`config.mk`:
```
export PLATFORM = sky130hd
export DESIGN_NAME = agc_sync_ctrl
export DESIGN_NICKNAME = d
export VERILOG_FILES = /design/src/rtl/agc_sync_pkg.sv /design/src/rtl/agc_sync_req.sv /design/src/rtl/agc_holdoff_cnt.sv /design/src/rtl/agc_dec_timer.sv /design/src/rtl/agc_sync_ctrl.sv
export SDC_FILE = /design/constraint.sdc
export NUM_CORES = 1
export LEC_CHECK = 0
export BUFFER_PORTS_ARGS = -buffer_cell sky130_fd_sc_hd__buf_2
export CELL_PAD_IN_SITES_DETAIL_PLACEMENT = 0
export CELL_PAD_IN_SITES_GLOBAL_PLACEMENT = 1
export CORE_ASPECT_RATIO = 0.5
export CORE_MARGIN = 4
export CORE_UTILIZATION = 48
export CTS_BUF_LIST = sky130_fd_sc_hd__clkbuf_16
export DETAILED_ROUTE_END_ITERATION = 10
export PLACE_DENSITY = 0.88
export SETUP_SLACK_MARGIN = 0.1
export SLEW_MARGIN = 20
export SYNTH_ARGS = -nofsm -noshare
export SYNTH_HDL_FRONTEND = slang
export SYNTH_HIERARCHICAL = 1
export SYNTH_SLANG_ARGS = --single-unit
```
`constraint.sdc`:
```
create_clock -name clk -period 7.88 [get_ports clk]
set_input_delay 1.182 -clock clk [delete_from_list [all_inputs] [get_ports clk]]
set_output_delay 1.182 -clock clk [all_outputs]
set_load 0.02 [all_outputs]
```
`src/rtl/agc_sync_pkg.sv`:
```
package agc_sync_pkg;
  localparam int unsigned HOLD_W_DEF = 16;
  localparam int unsigned DEC_W_DEF  = 12;

  typedef struct packed {
    logic sync;
    logic init;
    logic clear;
  } agc_evt_t;
endpackage

```
`src/rtl/agc_sync_req.sv`:
```
// Request qualification: sync_now edge detect and the first-sync-only latch.
module agc_sync_req #(
  parameter int unsigned HOLD_W = 16
) (
  input  logic              clk,
  input  logic              rst_n,
  input  logic              en,
  input  logic              soft_req,
  input  logic              pin_req,
  input  logic              now_bit,
  input  logic              first_only,
  input  logic [HOLD_W-1:0] holdoff,
  input  logic              fire,
  output logic              accept,
  output logic              now_evt
);
  logic now_q, now_d;
  logic done_q, done_d;

  always_comb begin
    now_d   = now_bit;
    done_d  = done_q;
    if (!en)       done_d = 1'b0;
    else if (fire) done_d = 1'b1;
    now_evt = en & now_bit & ~now_q;
    accept  = en & (soft_req | pin_req) & (holdoff != '0) & ~(first_only & done_q);
  end

  always_ff @(posedge clk or negedge rst_n) begin
    if (!rst_n) begin
      now_q  <= 1'b0;
      done_q <= 1'b0;
    end else begin
      now_q  <= now_d;
      done_q <= done_d;
    end
  end
endmodule

```
`src/rtl/agc_holdoff_cnt.sv`:
```
// Hold-off down-counter. fire is high while the count sits at one.
module agc_holdoff_cnt #(
  parameter int unsigned HOLD_W = 16
) (
  input  logic              clk,
  input  logic              rst_n,
  input  logic              en,
  input  logic              load,
  input  logic [HOLD_W-1:0] load_val,
  output logic              fire
);
  localparam logic [HOLD_W-1:0] ONE = HOLD_W'(1);

  logic [HOLD_W-1:0] cnt_q, cnt_d;

  always_comb begin
    cnt_d = cnt_q;
    if (!en)               cnt_d = '0;
    else if (load)         cnt_d = load_val;
    else if (cnt_q != '0)  cnt_d = cnt_q - ONE;
    fire = en & (cnt_q == ONE);
  end

  always_ff @(posedge clk or negedge rst_n) begin
    if (!rst_n) cnt_q <= '0;
    else        cnt_q <= cnt_d;
  end
endmodule

```
`src/rtl/agc_dec_timer.sv`:
```
// Update decimator: active ratio register and the free-running update counter.
module agc_dec_timer #(
  parameter int unsigned DEC_W = 12
) (
  input  logic             clk,
  input  logic             rst_n,
  input  logic             en,
  input  logic             evt,
  input  logic             init,
  input  logic [DEC_W-1:0] ratio_in,
  output logic             upd
);
  localparam logic [DEC_W-1:0] ONE = DEC_W'(1);

  logic [DEC_W-1:0] act_q, act_d;
  logic [DEC_W-1:0] left_q, left_d;
  logic             upd_q, upd_d;

  always_comb begin
    act_d  = act_q;
    left_d = left_q;
    upd_d  = 1'b0;
    if (!en) begin
      left_d = act_q;
    end else if (evt) begin
      if (init) act_d = ratio_in;
      left_d = init ? ratio_in : act_q;
      upd_d  = 1'b1;
    end else if (left_q == '0) begin
      left_d = act_q;
      upd_d  = 1'b1;
    end else begin
      left_d = left_q - ONE;
    end
  end

  always_ff @(posedge clk or negedge rst_n) begin
    if (!rst_n) begin
      act_q  <= '0;
      left_q <= '0;
      upd_q  <= 1'b0;
    end else begin
      act_q  <= act_d;
      left_q <= left_d;
      upd_q  <= upd_d;
    end
  end

  assign upd = upd_q;
endmodule

```
`src/rtl/agc_sync_ctrl.sv`:
```
module agc_sync_ctrl
  import agc_sync_pkg::*;
#(
  parameter int unsigned HOLD_W = HOLD_W_DEF,
  parameter int unsigned DEC_W  = DEC_W_DEF
) (
  input  logic              clk,
  input  logic              rst_n,
  input  logic              agc_en,
  input  logic              soft_sync,
  input  logic              pin_sync,
  input  logic              sync_now,
  input  logic              init_on_sync,
  input  logic              first_only,
  input  logic [HOLD_W-1:0] holdoff,
  input  logic [DEC_W-1:0]  dec_ratio,
  output logic              agc_sync,
  output logic              agc_init,
  output logic              filt_clear,
  output logic              agc_upd
);
  logic     accept, now_evt, fire, evt;
  agc_evt_t ev_q, ev_d;

  agc_sync_req #(.HOLD_W(HOLD_W)) i_req (
    .clk(clk), .rst_n(rst_n), .en(agc_en), .soft_req(soft_sync), .pin_req(pin_sync),
    .now_bit(sync_now), .first_only(first_only), .holdoff(holdoff), .fire(fire),
    .accept(accept), .now_evt(now_evt)
  );

  agc_holdoff_cnt #(.HOLD_W(HOLD_W)) i_cnt (
    .clk(clk), .rst_n(rst_n), .en(agc_en), .load(accept), .load_val(holdoff), .fire(fire)
  );

  // Counter expiry and the immediate path merge into one event.
  assign evt = now_evt | fire;

  agc_dec_timer #(.DEC_W(DEC_W)) i_dec (
    .clk(clk), .rst_n(rst_n), .en(agc_en), .evt(evt), .init(init_on_sync),
    .ratio_in(dec_ratio), .upd(agc_upd)
  );

  always_comb begin
    ev_d.sync  = evt;
    ev_d.init  = evt & init_on_sync;
    ev_d.clear = evt & init_on_sync;
  end

  always_ff @(posedge clk or negedge rst_n) begin
    if (!rst_n) ev_q <= '0;
    else        ev_q <= ev_d;
  end

  assign agc_sync   = ev_q.sync;
  assign agc_init   = ev_q.init;
  assign filt_clear = ev_q.clear;
endmodule

```
==> run summary <==
The flow ran to the end, and the final reports show no timing, DRC or antenna violations. In this run the cell area of the synthesized design comes to 2636 um2. The sequential area share after synthesis came out at 0.4271.

The congestion estimate from routability-driven global placement came to 0.8468. From synthesis to final layout, the design area changed by 14.19%. The fraction of final layout cells sized beyond drive strength 1 works out to 0.2982. The post-detailed-route wirelength per cell came out at 16.31 um. After clock tree synthesis, the setup repair step added 0 buffers. Data on the critical path arrives at its endpoint at 3.41 ns. Input and output buffers added on the ports amount to 39. For the number of CTS-inserted buffers, the log shows 5. For the relative max-transition margin, the log shows 0.4294. The post-synthesis instance total is 250, and the final critical-path share of the clock period is 0.4060. The finished cells cover 3010 um2. The worst clock skew was 0.006387 ns; the clock network latency to the later pin of the worst-skew pair was 0.28 ns. The total overflow left after global routing is 0. The clock group share of total power came out at 0.271. The final hold violation count is 0. The worst setup path is launched from a flip-flop. Number of DRC violations after detailed routing: 0.

The smallest clock period supported by the final layout is computed as 3.199 ns. The switching share of power was 0.3368; the area of the core was 5112 um2. The die is 60.41 um tall. The clock passes through at most 2 buffers. The tools report the via count of the first global-routing pass as 2051. The critical path class was flip-flop to flip-flop. For the number of distinct library cell variants in the gate-level netlist after synthesis, the log shows 59. The async set or reset register ratio after synthesis came out at 1.000. Overall power consumption after layout is estimated at 0.8424 mW. Hold is met by 0.4919 ns. In this run the remaining antenna-violating nets after routing total 0.

After clock tree synthesis, the clock-pin slew on the worst setup and hold paths is 0.06 ns. The H-tree was split into 2 levels. The floorplan has 18 rows. In this run the power density over the cells is 279.8 nW/um2.

Based on the critical path, the design can be clocked at up to 312.6 MHz. The HPWL after detailed placement is 4247 um. The initial antenna violation count was 0; the total via count after detailed routing was 2069. The number of slew-limit violations in the final report was 0; the number of synthesized flops with an enable pin was 0. The analysis attributes to net switching a power of 0.2838 mW. Setup repair after global routing left no endpoint under its margin. For this block, the routed nets add up to 5791 um of wire. After synthesis the netlist holds a flip-flop and latch count of 45. Internal power comes to 0.5586 mW.

For this design the top-level I/O count stands at 40. The final total negative setup slack is 0 ns, and the floorplan die area is 6814 um2. The placed instances occupy a cell area of 2848 um2. The tools report the critical path endpoint category as a flip-flop. For this run, the detailed router's first-pass iteration total came to 4.

The tools report the number of gates resized after cts as 0. The top cell types in the final layout, fill and taps aside, are sky130_fd_sc_hd__dfrtp_1, sky130_fd_sc_hd__buf_2, sky130_fd_sc_hd__nor2_1, sky130_fd_sc_hd__nand2_1, sky130_fd_sc_hd__a21oi_1. Among all flip-flop cells after synthesis, the most frequent one is sky130_fd_sc_hd__dfrtp_1.

For the worst setup path, the data required time is 8.09 ns. The tightest min-delay check is of the flip-flop to flip-flop type. Summed over all cells, the static leakage comes to 1.328 nW. The maximum net fanout on the critical path is 9. For the initial DRC count, the log shows 76. The tools report the initial standard-cell utilization of the core as 0.5157.

The portion of total power attributed to sequential cells is 0.418, and the die width is 112.8 um. Via density per instance: 5.828. Max-cap violations in this run came to 0. Across the VDD grid, the largest voltage drop is 0.1208 mV. For the pin with the worst max-slew slack, the measured transition is 0.8559 ns. Entering global routing, the biggest net connects 46 pins.

A synthesized cell averages 10.55 um2. The number of nets in the synthesized netlist is 290. For the power share of the combinational group, the log shows 0.311.

The overall global routing resource usage was 0.1813; the total number of clock tree sinks was 45. The most common cell after layout, fill and taps aside is sky130_fd_sc_hd__dfrtp_1. For this run, the number of Yosys warnings is 6.

TritonCTS built the clock tree. After the last flow step, the layout net total stands at 325. The first global-routing pass estimated 9715 um of wire.

For the number of failing setup endpoints in the final timing report, the log shows 0. The clock root buffer was sky130_fd_sc_hd__clkbuf_16. The logs give 0 for the count of hold-fix buffers inserted at cts and 0 for the antenna cell count.
## critical path, stage by stage, from the launching register on
cell and delay (ns):
sky130_fd_sc_hd__dfrtp_1 0.44, sky130_fd_sc_hd__nor4_4 0.50, sky130_fd_sc_hd__and4b_1 0.32, sky130_fd_sc_hd__and4_1 0.25
sky130_fd_sc_hd__or2_1 0.28, sky130_fd_sc_hd__inv_1 0.13, sky130_fd_sc_hd__o21ai_0 0.65, sky130_fd_sc_hd__o21bai_1 0.34
sky130_fd_sc_hd__a221o_1 0.23
## path summary, 6_finish.rpt
path                                                 start                          to  slack, ns  cells after the start
worst min register to register    i_req/done_q$_DFFE_PN0P_    i_req/done_q$_DFFE_PN0P_       0.49                      1
worst min-delay path              i_req/done_q$_DFFE_PN0P_    i_req/done_q$_DFFE_PN0P_       0.49                      1
worst max register to register  i_cnt/cnt_q[6]$_DFFE_PN0P_   i_dec/left_q[7]$_DFF_PN0_       4.68                      8
worst max-delay path            i_cnt/cnt_q[6]$_DFFE_PN0P_   i_dec/left_q[7]$_DFF_PN0_       4.68                      8
max in group asynchronous                            rst_n  i_dec/act_q[7]$_DFFE_PN0P_       6.59                      1
min in group asynchronous                            rst_n  i_cnt/cnt_q[2]$_DFFE_PN0P_       0.90                      1
## metal layers
metal / wire length (um) / GRT usage / vias up
met5: 0 / 0 / -
met2: 2842 / 0.3114 / 46
met4: 56 / 0.05651 / 0
met1: 2604 / 0.2319 / 1020
met3: 287 / 0.04681 / 7
li1: - / - / 996
## kinds of logic after synthesis
group | count (synthesis) | share of synthesized area
flip-flops | 45 | 0.4271
AND/OR/NAND/NOR | 85 | 0.2079
XOR/XNOR | 15 | 0.04983
buffers and inverters | 18 | 0.03701
multiplexers | 20 | 0.08163
adder cells (fa/ha/maj) | 4 | 0.01899
AO/OA/AOI/OAI | 63 | 0.1775
## synth_stat cells, types with 4 or more instances
cell,instances,share of area
sky130_fd_sc_hd__mux2_2,12,0.051
sky130_fd_sc_hd__o31ai_1,5,0.014
sky130_fd_sc_hd__clkbuf_1,4,0.0057
sky130_fd_sc_hd__dfrtp_1,45,0.43
sky130_fd_sc_hd__mux2i_1,8,0.030
sky130_fd_sc_hd__xor2_1,4,0.013
sky130_fd_sc_hd__nor4_2,5,0.024
sky130_fd_sc_hd__a21oi_1,15,0.028
sky130_fd_sc_hd__inv_1,6,0.0085
sky130_fd_sc_hd__nand2_1,15,0.021
sky130_fd_sc_hd__o21ai_0,10,0.019
sky130_fd_sc_hd__nor2_1,25,0.036
sky130_fd_sc_hd__ha_1,4,0.019
sky130_fd_sc_hd__a22oi_1,5,0.014
sky130_fd_sc_hd__xnor2_1,11,0.037
## power groups by stage
stage / clock (mW) / combinational, mW / sequential (mW)
after CTS: 0.234 / 0.263 / 0.351
after detailed placement: 0 / 0.261 / 0.355
after global placement: 0 / 0.254 / 0.349
final: 0.229 / 0.262 / 0.352
after global routing: 0.245 / 0.292 / 0.361
after floorplan: 0 / 0.218 / 0.334
## final cells by class
class                      count  area [um2]
multi-input combinational    187        1413
timing repair buffer          39       197.7
inverter                       7       26.28
sequential                    45        1126
clock buffer                   5       125.1
tap                           70       87.58
clock inverter                 2       35.03
fill                         410        2102
## flip-flops by register name (all words and copies together), names as in the netlist
name and count:
i_req/now_q 1, i_dec/left_q 12, i_dec/act_q 12, filt_clear 1, i_req/done_q 1, i_cnt/cnt_q 16
agc_sync 1, i_dec/upd 1
## stage by stage
stage	std cells	utilization	setup slack [ns]
floorplan	250	-	5.232
global placement	348	0.5570	4.486
detailed placement	348	0.5570	4.442
CTS	355	0.5884	4.665
global route	355	0.5888	4.406
finish	355	0.5888	4.681
Power figures use the tool's default switching activity.
